===== src/rtl/i2s_ser_pkg.sv =====
`timescale 1ns/1ps
package i2s_ser_pkg;

  // Frame positions reach 2*64-1, slot offsets reach 63.
  localparam int unsigned POS_W  = 7;
  localparam int unsigned SLOT_W = 6;

  // Bit clocks per channel slot for a slot-width code.
  function automatic logic [POS_W-1:0] slot_bits(input logic [1:0] code);
    case (code)
      2'd0:    return POS_W'(16);
      2'd1:    return POS_W'(32);
      default: return POS_W'(64);
    endcase
  endfunction

  // Sample bits for a word-length code.
  function automatic logic [POS_W-1:0] word_bits(input logic [1:0] code);
    case (code)
      2'd0:    return POS_W'(16);
      2'd1:    return POS_W'(24);
      default: return POS_W'(32);
    endcase
  endfunction

endpackage


===== src/rtl/i2s_bit_timer.sv =====
`timescale 1ns/1ps
module i2s_bit_timer #(
  parameter int unsigned HALF_DIV = 2
) (
  input  logic clk,
  input  logic rst_n,
  output logic launch_o,
  output logic phase_o
);
  localparam int unsigned CNT_W = (HALF_DIV > 1) ? $clog2(HALF_DIV) : 1;
  localparam logic [CNT_W-1:0] CNT_LAST = CNT_W'(HALF_DIV - 1);

  logic [CNT_W-1:0] cnt_q, cnt_d;
  logic             phase_q, phase_d;
  logic             tick;

  always_comb begin
    tick    = (cnt_q == CNT_LAST);
    cnt_d   = tick ? '0 : cnt_q + CNT_W'(1);
    phase_d = tick ? ~phase_q : phase_q;
  end

  always_ff @(posedge clk or negedge rst_n) begin
    if (!rst_n) begin
      cnt_q   <= '0;
      phase_q <= 1'b0;
    end else begin
      cnt_q   <= cnt_d;
      phase_q <= phase_d;
    end
  end

  // Launch happens as the internal clock falls (high half ends).
  assign launch_o = tick & phase_q;
  assign phase_o  = phase_q;


  phase_tick_chk: assert property (@(posedge clk) disable iff (!rst_n)
    !$stable(phase_q) |-> $past(tick));

endmodule


===== src/rtl/i2s_frame_ctr.sv =====
`timescale 1ns/1ps
module i2s_frame_ctr
  import i2s_ser_pkg::*;
(
  input  logic              clk,
  input  logic              rst_n,
  input  logic              launch_i,
  input  logic              delay_i,
  input  logic [POS_W-1:0]  slen_i,
  output logic              ws_nxt_o,
  output logic              dchan_nxt_o,
  output logic [SLOT_W-1:0] dk_nxt_o,
  output logic              fstart_nxt_o
);
  logic [POS_W:0]    flen;
  logic [POS_W-1:0]  flen_m1;
  logic [SLOT_W-1:0] slen_m1;
  logic [POS_W-1:0]  pos_q, pos_d, pos_nxt, dq;

  always_comb begin
    flen    = {slen_i, 1'b0};
    flen_m1 = POS_W'(flen - (POS_W+1)'(1));
    slen_m1 = SLOT_W'(slen_i - POS_W'(1));
    pos_nxt = (pos_q == flen_m1) ? '0 : pos_q + POS_W'(1);
    pos_d   = launch_i ? pos_nxt : pos_q;
    // Data position lags the word-clock position by the first-bit delay.
    if (delay_i)
      dq = (pos_nxt == '0) ? flen_m1 : pos_nxt - POS_W'(1);
    else
      dq = pos_nxt;
    ws_nxt_o     = (pos_nxt >= slen_i);
    dchan_nxt_o  = (dq >= slen_i);
    dk_nxt_o     = dq[SLOT_W-1:0] & slen_m1;
    fstart_nxt_o = (dq == '0);
  end

  always_ff @(posedge clk or negedge rst_n) begin
    if (!rst_n) pos_q <= '0;
    else        pos_q <= pos_d;
  end


  pos_range_chk: assert property (@(posedge clk) disable iff (!rst_n)
    {1'b0, pos_q} < flen);

endmodule


===== src/rtl/i2s_slot_mux.sv =====
`timescale 1ns/1ps
module i2s_slot_mux
  import i2s_ser_pkg::*;
#(
  parameter int unsigned SAMPLE_W = 32
) (
  input  logic [SAMPLE_W-1:0] sample_i,
  input  logic [SLOT_W-1:0]   k_i,
  input  logic [POS_W-1:0]    slen_i,
  input  logic [POS_W-1:0]    wlen_i,
  input  logic                rjust_i,
  output logic                bit_o
);
  localparam int unsigned IDX_W = $clog2(SAMPLE_W);

  logic [POS_W-1:0] nbits, off, kx, rel;
  logic [IDX_W-1:0] idx;
  logic             inwin;

  always_comb begin
    nbits = (wlen_i < slen_i) ? wlen_i : slen_i;
    off   = rjust_i ? slen_i - nbits : '0;
    kx    = {1'b0, k_i};
    rel   = kx - off;
    inwin = (kx >= off) && (rel < nbits);
    idx   = IDX_W'(wlen_i - POS_W'(1) - rel);
    bit_o = inwin ? sample_i[idx] : 1'b0;
  end

endmodule


===== src/rtl/i2s_frame_ser.sv =====
`timescale 1ns/1ps
module i2s_frame_ser
  import i2s_ser_pkg::*;
#(
  parameter int unsigned HALF_DIV = 2,
  parameter int unsigned SAMPLE_W = 32
) (
  input  logic                clk,
  input  logic                rst_n,
  input  logic                cfg_delay_i,
  input  logic                cfg_rjust_i,
  input  logic                cfg_lrpol_i,
  input  logic                cfg_bpol_i,
  input  logic [1:0]          cfg_wlen_i,
  input  logic [1:0]          cfg_slot_i,
  input  logic                smp_valid_i,
  input  logic [SAMPLE_W-1:0] smp_left_i,
  input  logic [SAMPLE_W-1:0] smp_right_i,
  output logic                sclk_o,
  output logic                ws_o,
  output logic                sd_o,
  output logic                smp_req_o,
  output logic                underflow_o
);
  logic [1:0] rsync_q;
  logic       rst_int_n;

  always_ff @(posedge clk or negedge rst_n) begin
    if (!rst_n) rsync_q <= '0;
    else        rsync_q <= {rsync_q[0], 1'b1};
  end
  assign rst_int_n = rsync_q[1];

  logic              launch, phase;
  logic [POS_W-1:0]  slen, wlen;
  logic              ws_nxt, dchan_nxt, fstart_nxt;
  logic [SLOT_W-1:0] dk_nxt;

  assign slen = slot_bits(cfg_slot_i);
  assign wlen = word_bits(cfg_wlen_i);

  i2s_bit_timer #(.HALF_DIV(HALF_DIV)) u_timer (
    .clk      (clk),
    .rst_n    (rst_int_n),
    .launch_o (launch),
    .phase_o  (phase)
  );

  i2s_frame_ctr u_ctr (
    .clk          (clk),
    .rst_n        (rst_int_n),
    .launch_i     (launch),
    .delay_i      (cfg_delay_i),
    .slen_i       (slen),
    .ws_nxt_o     (ws_nxt),
    .dchan_nxt_o  (dchan_nxt),
    .dk_nxt_o     (dk_nxt),
    .fstart_nxt_o (fstart_nxt)
  );

  logic [SAMPLE_W-1:0] cur_l_q, cur_l_d, cur_r_q, cur_r_d;
  logic [SAMPLE_W-1:0] src_l, src_r, pick;
  logic                latch_now, nxt_bit;
  logic                sd_q, sd_d, ws_q, ws_d;
  logic                req_q, req_d, uf_q, uf_d;

  always_comb begin
    latch_now = launch & fstart_nxt;
    if (latch_now) begin
      src_l = smp_valid_i ? smp_left_i  : '0;
      src_r = smp_valid_i ? smp_right_i : '0;
    end else begin
      src_l = cur_l_q;
      src_r = cur_r_q;
    end
    pick = dchan_nxt ? src_r : src_l;
  end

  i2s_slot_mux #(.SAMPLE_W(SAMPLE_W)) u_mux (
    .sample_i (pick),
    .k_i      (dk_nxt),
    .slen_i   (slen),
    .wlen_i   (wlen),
    .rjust_i  (cfg_rjust_i),
    .bit_o    (nxt_bit)
  );

  always_comb begin
    cur_l_d = src_l;
    cur_r_d = src_r;
    sd_d    = launch ? nxt_bit : sd_q;
    ws_d    = launch ? ws_nxt  : ws_q;
    req_d   = latch_now &  smp_valid_i;
    uf_d    = latch_now & ~smp_valid_i;
  end

  always_ff @(posedge clk or negedge rst_int_n) begin
    if (!rst_int_n) begin
      cur_l_q <= '0;
      cur_r_q <= '0;
      sd_q    <= 1'b0;
      ws_q    <= 1'b0;
      req_q   <= 1'b0;
      uf_q    <= 1'b0;
    end else begin
      cur_l_q <= cur_l_d;
      cur_r_q <= cur_r_d;
      sd_q    <= sd_d;
      ws_q    <= ws_d;
      req_q   <= req_d;
      uf_q    <= uf_d;
    end
  end

  assign sclk_o      = phase ^ cfg_bpol_i;
  assign ws_o        = ws_q  ^ cfg_lrpol_i;
  assign sd_o        = sd_q;
  assign smp_req_o   = req_q;
  assign underflow_o = uf_q;


  sd_launch_chk: assert property (@(posedge clk) disable iff (!rst_int_n)
    !$stable(sd_q) |-> $past(launch));


  ws_launch_chk: assert property (@(posedge clk) disable iff (!rst_int_n)
    !$stable(ws_q) |-> $past(launch));


  strobe_excl_chk: assert property (@(posedge clk) disable iff (!rst_int_n)
    $onehot0({req_q, uf_q}));


  req_cause_chk: assert property (@(posedge clk) disable iff (!rst_int_n)
    req_q |-> $past(smp_valid_i));


  req_pulse_chk: assert property (@(posedge clk) disable iff (!rst_int_n)
    req_q |=> !req_q);


  uf_cause_chk: assert property (@(posedge clk) disable iff (!rst_int_n)
    uf_q |-> !$past(smp_valid_i));

endmodule


===== config.mk =====
export PLATFORM = sky130hd
export DESIGN_NAME = i2s_frame_ser
export DESIGN_NICKNAME = d
export VERILOG_FILES = /design/src/rtl/i2s_ser_pkg.sv /design/src/rtl/i2s_bit_timer.sv /design/src/rtl/i2s_frame_ctr.sv /design/src/rtl/i2s_slot_mux.sv /design/src/rtl/i2s_frame_ser.sv
export SDC_FILE = /design/constraint.sdc
export NUM_CORES = 1
export LEC_CHECK = 0
export ABC_AREA = 1
export BUFFER_PORTS_ARGS = -buffer_cell sky130_fd_sc_hd__clkbuf_2
export CAP_MARGIN = 10
export CORE_ASPECT_RATIO = 0.5
export CORE_UTILIZATION = 45
export DETAILED_ROUTE_END_ITERATION = 12
export PLACE_DENSITY = 0.68
export SLEW_MARGIN = 10
export SYNTH_ARGS = -nofsm -noshare
export SYNTH_HDL_FRONTEND = slang
export SYNTH_SLANG_ARGS = --single-unit

===== constraint.sdc =====
create_clock -name clk -period 2.6 [get_ports clk]
set_clock_uncertainty 0.15 [all_clocks]
set_input_delay 0.13 -clock clk [delete_from_list [all_inputs] [get_ports clk]]
set_output_delay 0.13 -clock clk [all_outputs]
set_load 0.05 [all_outputs]

* Yosys cells after proc, flatten, opt, wreduce, memory -nomap -nowiden
Cells that the tools add are included.
Widths: inputs -> output; s select.
** Word-level totals
- Output and inout port bits :: 5
- Bits in latches :: 0
- Flip-flop bits (word level) :: 79
- Bits of input ports :: 75
- ROM bits :: 0
- RAM bits :: 0
- Memories :: 0
** Cells by class
- Reductions and logical operators :: 5
- Magnitude comparators :: 6
- Muxes and demuxes :: 16
- Shift-type cells :: 0
- Equal/unequal tests :: 3
- Bitwise logic cells :: 9
- Div/mod/pow operators :: 0
- Add/sub/neg operators :: 9
- $mul :: 0
** Operators with widths (count)
- $mux 32 :: 5
- $mux 7 :: 5
- $ge 7x7->1 :: 2
- $logic_not 7->1 :: 2
- $pmux 7 s2 :: 1
- $sub 7x1->7 const B :: 2
- $pmux 6 s2 :: 1
- $add 7x1->7 const B :: 1
- $eq 7x7->1 :: 1
- $ge 6x7->1 :: 1
- $lt 6x7->1 :: 1
- $lt 7x7->1 :: 1
- $sub 6x7->7 :: 1
- $sub 7x7->7 :: 1
- $and 6x6->6 :: 1
- $lt 5x6->1 const B :: 1
- $sub 6x1->6 const B :: 1
- $bmux 1 s5 :: 1
- $sub 5x1->5 const B :: 1
- $sub 5x5->5 :: 1
- $and 1x1->1 :: 4
- $eq 2x1->1 const B :: 2
- $logic_not 2->1 :: 2
- $mux 1 :: 3
- other kinds (4) :: 6

* Depth between registers and ports, before layout
Gate-level depths: netlist of run 1.
- Depth in word-level cells :: 15
- Depth in mapped cells :: 31

* By module
Synthesis of run 1 repeated with hierarchy kept, for this count alone.
** Unflattened totals
- Cells, all modules :: 1066
- Area, all modules :: 6907.9 sq um
** By module, submodules not included
- i2s_frame_ser :: sequential area each 1751.7 sq um, area each 3786.1 sq um, instances 1, cells each 533
- i2s_slot_mux :: sequential area each 0.0 sq um, area each 1606.5 sq um, instances 1, cells each 286
- i2s_frame_ctr :: sequential area each 175.2 sq um, area each 1438.9 sq um, instances 1, cells each 238
- i2s_bit_timer :: sequential area each 50.0 sq um, area each 76.3 sq um, instances 1, cells each 9

* Worst setup path after synthesis of run 1
OpenSTA, ideal clock, no wires.
- Path kind :: register to register
- From :: register u_ctr.pos_q[0]
- To :: register sd_q (netlist: sd_o)
- Clock period less this slack :: 3.507 ns
- Path buffers :: 0
- Path slack :: -0.907 ns
- Data arrival time :: 3.291 ns
- Required time :: 2.384 ns
- Cell stages (with the launch flop) :: 20
- Path through :: dfrtp_1 -> ha_1 -> nand3_2 -> nor2_4 -> nand4_4 -> nand2_2 -> nand3_1 -> xor2_1 -> nor2_2 -> inv_1 -> ha_1 -> ha_1 -> nand2_1 -> o21ai_0 -> xnor2_1 -> ha_1 -> a2111oi_0 -> o211a_1 -> nand3_1 -> nand2_1
** Between the ends
- Longest elaborated chain between the ends :: 12
- Elaborated cells on any way between the ends :: 22
- Classes of those cells :: add/sub (4); order compare (3); eq/ne (1); mux (9); bitwise (2); reduce/logical (3)
** RTL lines
- start, declared :: line i2s_frame_ctr.sv:18 : logic [POS_W-1:0] pos_q, pos_d, pos_nxt, dq;
- start signal, assigned :: line i2s_frame_ctr.sv:39 : else pos_q <= pos_d;
- $add 7x1->7 or $eq 7x7->1 (tied branches) :: line i2s_frame_ctr.sv:24 : pos_nxt = (pos_q == flen_m1) ? '0 : pos_q + POS_W'(1);
- $mux 7 (*) :: line i2s_frame_ctr.sv:24
- $sub 7x1->7 or $logic_not 7->1 (tied branches) :: line i2s_frame_ctr.sv:28 : dq = (pos_nxt == '0) ? flen_m1 : pos_nxt - POS_W'(1);
- $mux 7 :: line i2s_frame_ctr.sv:28
- $mux 7 (*) :: line i2s_frame_ctr.sv:27 : if (delay_i)
- parallel branches: the longest is 6 deep, another holds $sub 6x7->7
- $mux 1 (*) :: line i2s_slot_mux.sv:27 : bit_o = inwin ? sample_i[idx] : 1'b0;
- end signal, assigned :: line i2s_frame_ser.sv:101 : sd_q <= 1'b0;
- end signal, assigned :: line i2s_frame_ser.sv:108 : sd_q <= sd_d;
- end, declared :: line i2s_frame_ser.sv:64 : logic sd_q, sd_d, ws_q, ws_d;
Mark *: on every way between the ends. The select of a mux whose other input is x is not followed.
A chain may end at the register's enable or synchronous reset.

* Final worst setup path of run 1
- From :: register u_ctr.pos_q[1]
- To :: register sd_q (netlist: sd_o)
The elaborated chain is that of the path after synthesis.

==> impl_metrics.yaml, run 1 <==
grt:
  grtUsageTotal: 0.351
  grt_pass1_vias: 6055
  grt-ovfl-total: 0
  grt_max_degree: 42
  antenna_found_initial: 0
  grt_pass1_wl_um: 29900
worst_setup_path:
  critPathMaxFanout: 23
  ff2ff_setup_slack_ns: -1.44
  slowest_stage: "dfrtp_2"
  slowest_delay_ns: 0.38
  crit_start: "u_ctr.pos_q[1]"
  crit_arrival_ns: 4.18
  crit_path_end: "sd_o"
  r2r_cells: 28
  cp_common_cell: "nand3_1"
  reg2reg_to: "sd_o"
  worstPathRequired_ns: 2.74
  r2r-start: "u_ctr.pos_q[1]"
  cp-start-kind: "flop"
  path_class: "flop to flop"
  endpoint_kind: "flop"
drt:
  vias: 6620
  wirelength_um: 23300
  vias_per_cell: 6.17
  dr.pass1.iters: 6
  first_iter_violations: 799
  drc: 0
  wl_per_cell_um: 21.7
  antenna_left: 0
logic_synthesis:
  synth.top_cells.by_count: "217 x nand2_1, 136 x nand3_1, 79 x dfrtp_1"
  ys_top_cells_by_area: "dfrtp_1 40%, nand2_1 17%, nand3_1 14%"
  synth_area_um2: 4890
  ys_ff_latch: 79
  ys_seq_area_frac: 0.404
  synth_cell_types: 34
  yosys_most_used_dff: "dfrtp_1"
  ys_async_sr_fraction: 1.00
  yosysTopAreaCellShare: 0.404
  synthesis.instances: 658
  synth-edff-count: 0
  yosysMostFrequentCell: "nand2_1"
  yosys_warnings: 0
  synth_area_per_cell_um2: 7.43
  synth_top_area_cell: "dfrtp_1"
cts:
  cts_buffers: 9
  insertion_delay_ns: 0.35
  cts_tree: "built"
  cts.htree.levels: 3
  clock-sinks: 79
  cts-root-buf: "clkbuf_16"
  clk_transition_reported_paths_ns: 0.07
  ctsLongestPathBuffers: 2
die:
  rows: 26
  initial_core_util: 0.471
  dieWidth_um: 149
  fp.dieH_um: 75.7
  die-area_um2: 11300
  core_area_um2: 10400
  ios: 80
finish:
  fill_cells: 513
  nets: 1023
  instances_no_fill: 1073
  area_growth_pct: 75.1
  drive_gt1_frac: 0.448
  diodes: 0
  register_area_um2: 1980
  multi_input_area_um2: 3340
sta:
  drv_slew: 0
  setup_viol: 67
  slew_headroom: 0.588
  tns_ns: -20.05
  setup_ws_ns: -1.44
  fmax_ghz: 0.248
  fin_crit_ns: 4.04
  rsz0062_at_grt: "yes"
  hold_viol: 0
  fin_crit_sh: 1.55
  worst_pin_slew_ns: 0.617
power_and_ir_drop:
  ir_worst_vdd_mv: 0.321
  p_per_area_nw_per_um2: 424
  leakagePower_nw: 4.49
  power_w: 0.00363
run:
  maxCapViolCount: 0
outcome:
  status: "finished with violations"
  violations: "negative setup slack"
placement:
  dpl.hpwl_um: 10400
  portBuffers: 79
  dp_cells: 954
  gp_congestion: 0.893
  pre_cts_ws_ns: -1.00
hold_path:
  hp-class: "input port to flop"
cells in the final DEF, fill, tap and decap left out, drive strengths merged, types with 2 or more instances in the layout:
cell type / count
clkinv: 2
ha: 19
xor2: 6
o21ai: 14
nor2: 37
dfrtp: 79
nand4: 45
xnor2: 2
conb: 2
nand2: 224
nor3: 3
nor4: 2
nand3: 139
clkbuf: 90
buf: 146
a21oi: 8
dlygate4sd3: 64
inv: 43
critical path, delay by kind of cell, from the launching register on:
kind / cells / cell delay (ns)
compound gates: 1 / 0.29
flops: 1 / 0.38
buf+inv: 3 / 0.35
fa+ha+maj: 2 / 0.39
simple gates: 22 / 2.40
timing repair:
action                                 CTS  global route
setup endpoints to repair               67            67
gates cloned                            10             2
gates resized for setup                 87           143
pin swaps                               18            30
hold buffers                            64             0
buffers inserted                        23            12
endpoints found under the hold margin   64             0
through the flow:
stage | hold WS [ns] | utilization | area (um^2)
final | 0.0325 | 0.825 | 8560
after global routing | 0.0402 | 0.825 | 8560
after CTS | 0.0147 | 0.775 | 8040
after detailed placement | -0.232 | 0.607 | 6300
after global placement | -0.233 | 0.607 | 6300
after floorplan | -0.316 | - | 5020
registers in the layout, indices dropped and copies added (netlist names):
| name | cells |
|---|---|
| underflow_o | 1 |
| smp_req_o | 1 |
| u_timer.cnt_q | 1 |
| cur_l_q | 32 |
| u_ctr.pos_q | 7 |
| ws_q | 1 |
| sd_o | 1 |
| u_timer.phase_o | 1 |
| cur_r_q | 32 |
| rsync_q | 2 |
cell families (layout without fill, tap and decap cells):
group / count (synthesis) / count (layout) / share of synthesized area
DFF: 79 / 79 / 0.404
xor gates and xnor gates: 8 / 8 / 0.0143
adders and majority gates: 20 / 20 / 0.0527
and+or+nand+nor: 450 / 451 / 0.427
buffers and inverters: 74 / 347 / 0.0711
other: 1 / 2 / 0.000767
AOI/OAI and AO/OA: 26 / 26 / 0.0302
metal layers:
layer / up-vias / wire, um / track usage / share of wire
met3: 245 / 2570 / 0.112 / 0.11
met5: - / 0 / 0 / 0
met4: 0 / 1980 / 0.202 / 0.085
li1: 2754 / - / - / -
met2: 581 / 10500 / 0.602 / 0.45
met1: 3040 / 8180 / 0.398 / 0.35
worst min-delay path by stage:
stage | startpoint | endpoint | depth (start not counted)
CTS | smp_right_i[3] | cur_r_q[3] | 4
finish | smp_left_i[6] | cur_l_q[6] | 4
global placement | rst_n | rsync_q[0] | 1
global route | smp_left_i[6] | cur_l_q[6] | 4
floorplan | rst_n | rsync_q[0] | 0
detailed placement | rst_n | rsync_q[0] | 1
power by group:
part	total [W]	leakage [nW]	switching, W	internal [W]
Sequential	0.00135	1.05	0.0000536	0.00129
Combinational	0.000930	3.29	0.000511	0.000419
Clock	0.00135	0.148	0.000596	0.000758
final cells by class:
type | count | area share
inverters | 40 | 0.0175
clock buffers | 9 | 0.0263
flip-flops and latches | 79 | 0.232
multi-input cells | 507 | 0.390
clock inverters | 7 | 0.00936
well taps | 140 | 0.0205
repair buffers | 291 | 0.304
Note: power is estimated with default switching activity, not from simulation.
==> run 2, diff against run 1 <==
--- a/config.mk
+++ b/config.mk
@@ -11,7 +11,7 @@
 export CORE_ASPECT_RATIO = 0.5
 export CORE_UTILIZATION = 45
 export DETAILED_ROUTE_END_ITERATION = 12
-export PLACE_DENSITY = 0.68
+export PLACE_DENSITY_LB_ADDON = 0.2
 export SLEW_MARGIN = 10
 export SYNTH_ARGS = -nofsm -noshare
 export SYNTH_HDL_FRONTEND = slang
==> impl_metrics.yaml, run 2 (synthesized netlist as in run 1, its figures left out) <==
grt:
  antenna_found_initial: 0
  grtUsageTotal: 0.282
  grt_max_degree: 43
  grt_pass1_vias: 5154
  grt-ovfl-total: 0
  grt_pass1_wl_um: 24500
finish:
  final_cell_mix: "209 x nand2_1, 108 x nand3_1, 100 x buf_4, 79 x clkbuf_2, 74 x dfrtp_1"
  reg_top3: "cur_l_q (32), cur_r_q (32), u_ctr.pos_q (7)"
  mostFrequentLayoutCell: "nand2_1"
  area_growth_pct: 57.4
  nets: 992
  diodes: 0
  fill_cells: 736
  drive_gt1_frac: 0.340
worst_setup_path:
  cp_common_cell: "nand2_1"
  worstPathRequired_ns: 2.69
  cp-start-kind: "flop"
  slowest_stage: "dfrtp_2"
  crit_arrival_ns: 3.66
  critPathMaxFanout: 7
  endpoint_kind: "flop"
  cpLargestDelayFamily: "simple AND/OR/NAND/NOR gates"
  path_class: "flop to flop"
  critPathBufInv: 3
  slowest_delay_ns: 0.39
sta:
  tns_ns: -13.03
  drv_slew: 0
  fin_crit_sh: 1.37
  setup_viol: 67
  holdWs_ns: 0.00653
  slew_headroom: 0.594
  fin_crit_ns: 3.57
  setup_ws_ns: -0.969
  fmax_ghz: 0.280
  rsz0062_at_grt: "yes"
  worst_pin_slew_ns: 0.609
  hold_viol: 0
drt:
  vias: 5494
  first_iter_violations: 361
  vias_per_cell: 5.27
  wirelength_um: 16000
  antenna_left: 0
  dr.pass1.iters: 5
  wl_per_cell_um: 15.3
  drc: 0
die:
  ios: 80
  rows: 26
  initial_core_util: 0.471
  die-area_um2: 11300
  core_area_um2: 10400
  dieWidth_um: 149
  fp.dieH_um: 75.7
cts:
  clk_transition_reported_paths_ns: 0.07
  insertion_delay_ns: 0.35
  cts_tree: "built"
  cts_buffers: 9
  cts.htree.levels: 3
  ctsLongestPathBuffers: 2
  clock-sinks: 79
  cts-root-buf: "clkbuf_16"
power_and_ir_drop:
  leakagePower_nw: 4.07
  ir_worst_vdd_mv: 0.358
  p_per_area_nw_per_um2: 452
placement:
  gp_congestion: 0.874
  dpl.hpwl_um: 10100
  portBuffers: 79
outcome:
  violations: "negative setup slack"
  status: "finished with violations"
run:
  maxCapViolCount: 0
hold_path:
  hp-class: "input port to flop"
-- run 2: cell type report --
| cell class | count | area [um^2] | area share |
|---|---|---|---|
| sequential | 79 | 1990 | 0.258 |
| clock buffer | 9 | 225 | 0.0293 |
| timing repair buffer | 261 | 2120 | 0.275 |
| tap | 140 | 175 | 0.0228 |
| multi-input combinational | 506 | 2960 | 0.384 |
| inverter | 40 | 150 | 0.0195 |
| clock inverter | 7 | 85.1 | 0.0111 |
-- run 2: final timing paths --
path | startpoint | to | slack [ns] | cells past startpoint
worst min-delay path | smp_left_i[14] | cur_l_q[14] | 0.007 | 4
min in group asynchronous | rsync_q[1] | u_timer.phase_o | 0.19 | 0
worst min register to register | rsync_q[1] | u_timer.phase_o | 0.19 | 0
worst max register to register | u_ctr.pos_q[0] | sd_o | -0.97 | 28
worst max-delay path | u_ctr.pos_q[0] | sd_o | -0.97 | 28
max in group asynchronous | rsync_q[1] | cur_l_q[28] | 1.49 | 1
-- run 2: worst register-to-register path: cells and delay by family (launching register included) --
kind / cells / cell delay, ns
compound gates: 1 / 0.20
fa+ha+maj: 2 / 0.38
buf+inv: 3 / 0.35
flops: 1 / 0.39
simple gates: 22 / 2.02
-- run 2: stage by stage --
stage                     setup slack (ns)  power (W)  area (um^2)  cells  utilization
after floorplan                     -0.656    0.00172         5020    659            -
after global placement              -0.893    0.00195         6280    950        0.606
after detailed placement             -1.02    0.00197         6280    950        0.606
after CTS                           -0.910    0.00339         7350   1034        0.708
after global routing                 -1.18    0.00363         7700   1042        0.742
final                               -0.969    0.00348         7700   1042        0.742
-- run 2: report_power, final --
part / leakage (nW) / internal, W / switching, W / total, W
Combinational: 2.87 / 0.000403 / 0.000411 / 0.000814
Sequential: 1.05 / 0.00129 / 0.0000352 / 0.00133
Clock: 0.146 / 0.000764 / 0.000573 / 0.00134
Total: 4.07 / 0.00246 / 0.00102 / 0.00348
-- run 2: layer usage --
metal	vias up	GRT usage	part of all wire	wire length, um
met4	0	0.0873	0.023	368
met5	-	0	0	0
met1	2564	0.366	0.43	6820
met3	43	0.0497	0.063	1000
li1	2690	-	-	-
met2	197	0.492	0.49	7780
-- run 2: repair_timing --
item                                    CTS  global route
gates resized for setup                  19            59
cloned                                    0             1
endpoints found under the setup margin   65            67
pin swaps                                12            49
hold buffers                             63             0
setup buffers                             5             7
endpoints found under the hold margin    63             0
==> run 3, diff against run 2 <==
--- a/config.mk
+++ b/config.mk
@@ -12,6 +12,7 @@
 export CORE_UTILIZATION = 45
 export DETAILED_ROUTE_END_ITERATION = 12
 export PLACE_DENSITY_LB_ADDON = 0.2
+export REMOVE_ABC_BUFFERS = 1
 export SLEW_MARGIN = 10
 export SYNTH_ARGS = -nofsm -noshare
 export SYNTH_HDL_FRONTEND = slang
==> constraint.sdc (replaced) <==
create_clock -name clk -period 3.5 [get_ports clk]
set_clock_uncertainty 0.15 [all_clocks]
set_input_delay 0.175 -clock clk [delete_from_list [all_inputs] [get_ports clk]]
set_output_delay 0.175 -clock clk [all_outputs]
set_load 0.05 [all_outputs]
==> impl_metrics.yaml, run 3 (synthesized netlist as in run 1, its figures left out) <==
die:
  core_area_um2: 10400
  die-area_um2: 11300
  rows: 26
  initial_core_util: 0.471
  ios: 80
  fp.dieH_um: 75.7
  dieWidth_um: 149
cts:
  clock-sinks: 79
  insertion_delay_ns: 0.33
  clk_transition_reported_paths_ns: 0.06
  cts_tree: "built"
  ctsLongestPathBuffers: 2
  cts-root-buf: "clkbuf_16"
  cts.htree.levels: 3
  cts_buffers: 9
drt:
  wl_per_cell_um: 14.6
  dr.pass1.iters: 5
  vias: 5133
  drc: 0
  antenna_left: 0
  vias_per_cell: 5.25
  first_iter_violations: 301
  wirelength_um: 14300
placement:
  gp_congestion: 0.855
  dpl.hpwl_um: 9220
  portBuffers: 79
  dp_cells: 891
  pre_cts_ws_ns: -0.257
grt:
  antenna_found_initial: 0
  grt_max_degree: 78
  grt_pass1_wl_um: 22700
  grt-ovfl-total: 0
  grt_pass1_vias: 4821
  grtUsageTotal: 0.260
sta:
  fmax_ghz: 0.272
  rsz0062_at_grt: "yes"
  hold_viol: 0
  drv_slew: 0
  fin_crit_sh: 1.05
  fin_crit_ns: 3.68
  holdWs_ns: 0.0128
  setup_ws_ns: -0.177
  slew_headroom: 0.327
  setup_viol: 1
  worst_pin_slew_ns: 1.01
worst_setup_path:
  ff2ff_setup_slack_ns: -0.18
  crit_start: "u_ctr.pos_q[0]"
  crit_arrival_ns: 3.74
  cp-start-kind: "flop"
  r2r-start: "u_ctr.pos_q[0]"
  r2r_cells: 27
  endpoint_kind: "flop"
  crit_path_end: "sd_o"
  reg2reg_to: "sd_o"
  path_class: "flop to flop"
  worstPathRequired_ns: 3.57
  critPathMaxFanout: 6
finish:
  final_cell_mix: "210 x nand2_1, 126 x nand3_1, 79 x clkbuf_2, 78 x dfrtp_1, 64 x dlygate4sd3_1"
  instances_no_fill: 977
  drive_gt1_frac: 0.243
  fill_cells: 882
  reg_top3: "cur_l_q (32), cur_r_q (32), u_ctr.pos_q (7)"
  nets: 927
  diodes: 0
  area_growth_pct: 39.8
  final_core_util: 0.659
  mostFrequentLayoutCell: "nand2_1"
power_and_ir_drop:
  leakagePower_nw: 3.68
  ir_worst_vdd_mv: 0.271
  power_w: 0.00238
  p_per_area_nw_per_um2: 348
run:
  maxCapViolCount: 0
hold_path:
  hp-class: "input port to async pin"
outcome:
  violations: "negative setup slack"
  status: "finished with violations"
## run 3: timing repair
action / CTS / global route
endpoints found under the setup margin: 1 / 1
hold buffers: 64 / 0
gates resized for setup: 24 / 20
endpoints found under the hold margin: 65 / 0
pin swaps: 6 / 21
gates cloned: 2 / 0
buffers inserted: 4 / 2
## run 3: metrics by stage
| stage | area [um^2] | setup TNS (ns) |
|---|---|---|
| 4_1_cts | 6790 | -0.109 |
| 2_1_floorplan | 4700 | -1.16 |
| 5_1_grt | 6840 | -0.515 |
| 3_5_place_dp | 5690 | -0.257 |
| 3_3_place_gp | 5690 | -0.0917 |
| 6_report | 6840 | -0.177 |
## run 3: final cells by class
cell class	instances	area, um^2	share of cell area
clock buffer	10	239	0.0350
tap	140	175	0.0256
multi-input combinational	506	2730	0.400
timing repair buffer	196	1510	0.221
inverter	40	150	0.0220
clock inverter	6	52.6	0.00769
sequential	79	1980	0.290
## run 3: where the power goes
| group | switching [W] | internal, W | total (W) |
|---|---|---|---|
| registers | 0.0000326 | 0.000960 | 0.000993 |
| clock network | 0.000399 | 0.000510 | 0.000909 |
| logic | 0.000257 | 0.000222 | 0.000479 |
| total | 0.000688 | 0.00169 | 0.00238 |
## run 3: how the worst min path moves through the flow
stage | from | endpoint | slack, ns | cells after the start
floorplan | rst_n | rsync_q[0] | -0.27 | 0
global placement | rst_n | rsync_q[0] | -0.19 | 1
detailed placement | rst_n | rsync_q[0] | -0.19 | 1
CTS | rst_n | rsync_q[1] | 0.006 | 2
global route | smp_right_i[15] | cur_r_q[15] | 0.008 | 3
finish | rst_n | rsync_q[1] | 0.01 | 2
## run 3: critical path, stage by stage, from the launching register on
cell	delay (ns)
dfrtp_1	0.39
ha_4	0.17
nand3_4	0.10
nor2_4	0.14
nand4_4	0.17
nand2_4	0.14
nand2_2	0.06
nor2_2	0.12
nand3_1	0.09
nand3_1	0.12
nand2_2	0.07
nand2_2	0.08
ha_1	0.23
nand2_1	0.09
nor2_1	0.04
nor2_1	0.11
nand2_1	0.10
a21oi_4	0.24
buf_4	0.20
nand3_1	0.09
nand3_1	0.11
nand3_2	0.11
nand3_1	0.12
nand2_1	0.06
nand2_1	0.06
nand3_2	0.08
nand3_2	0.07
nand2_1	0.05
## run 3: routing by layer
layer	routed length, um	track usage
met4	161	0.0601
met5	0	0
met2	6930	0.450
met1	6310	0.340
met3	858	0.0557
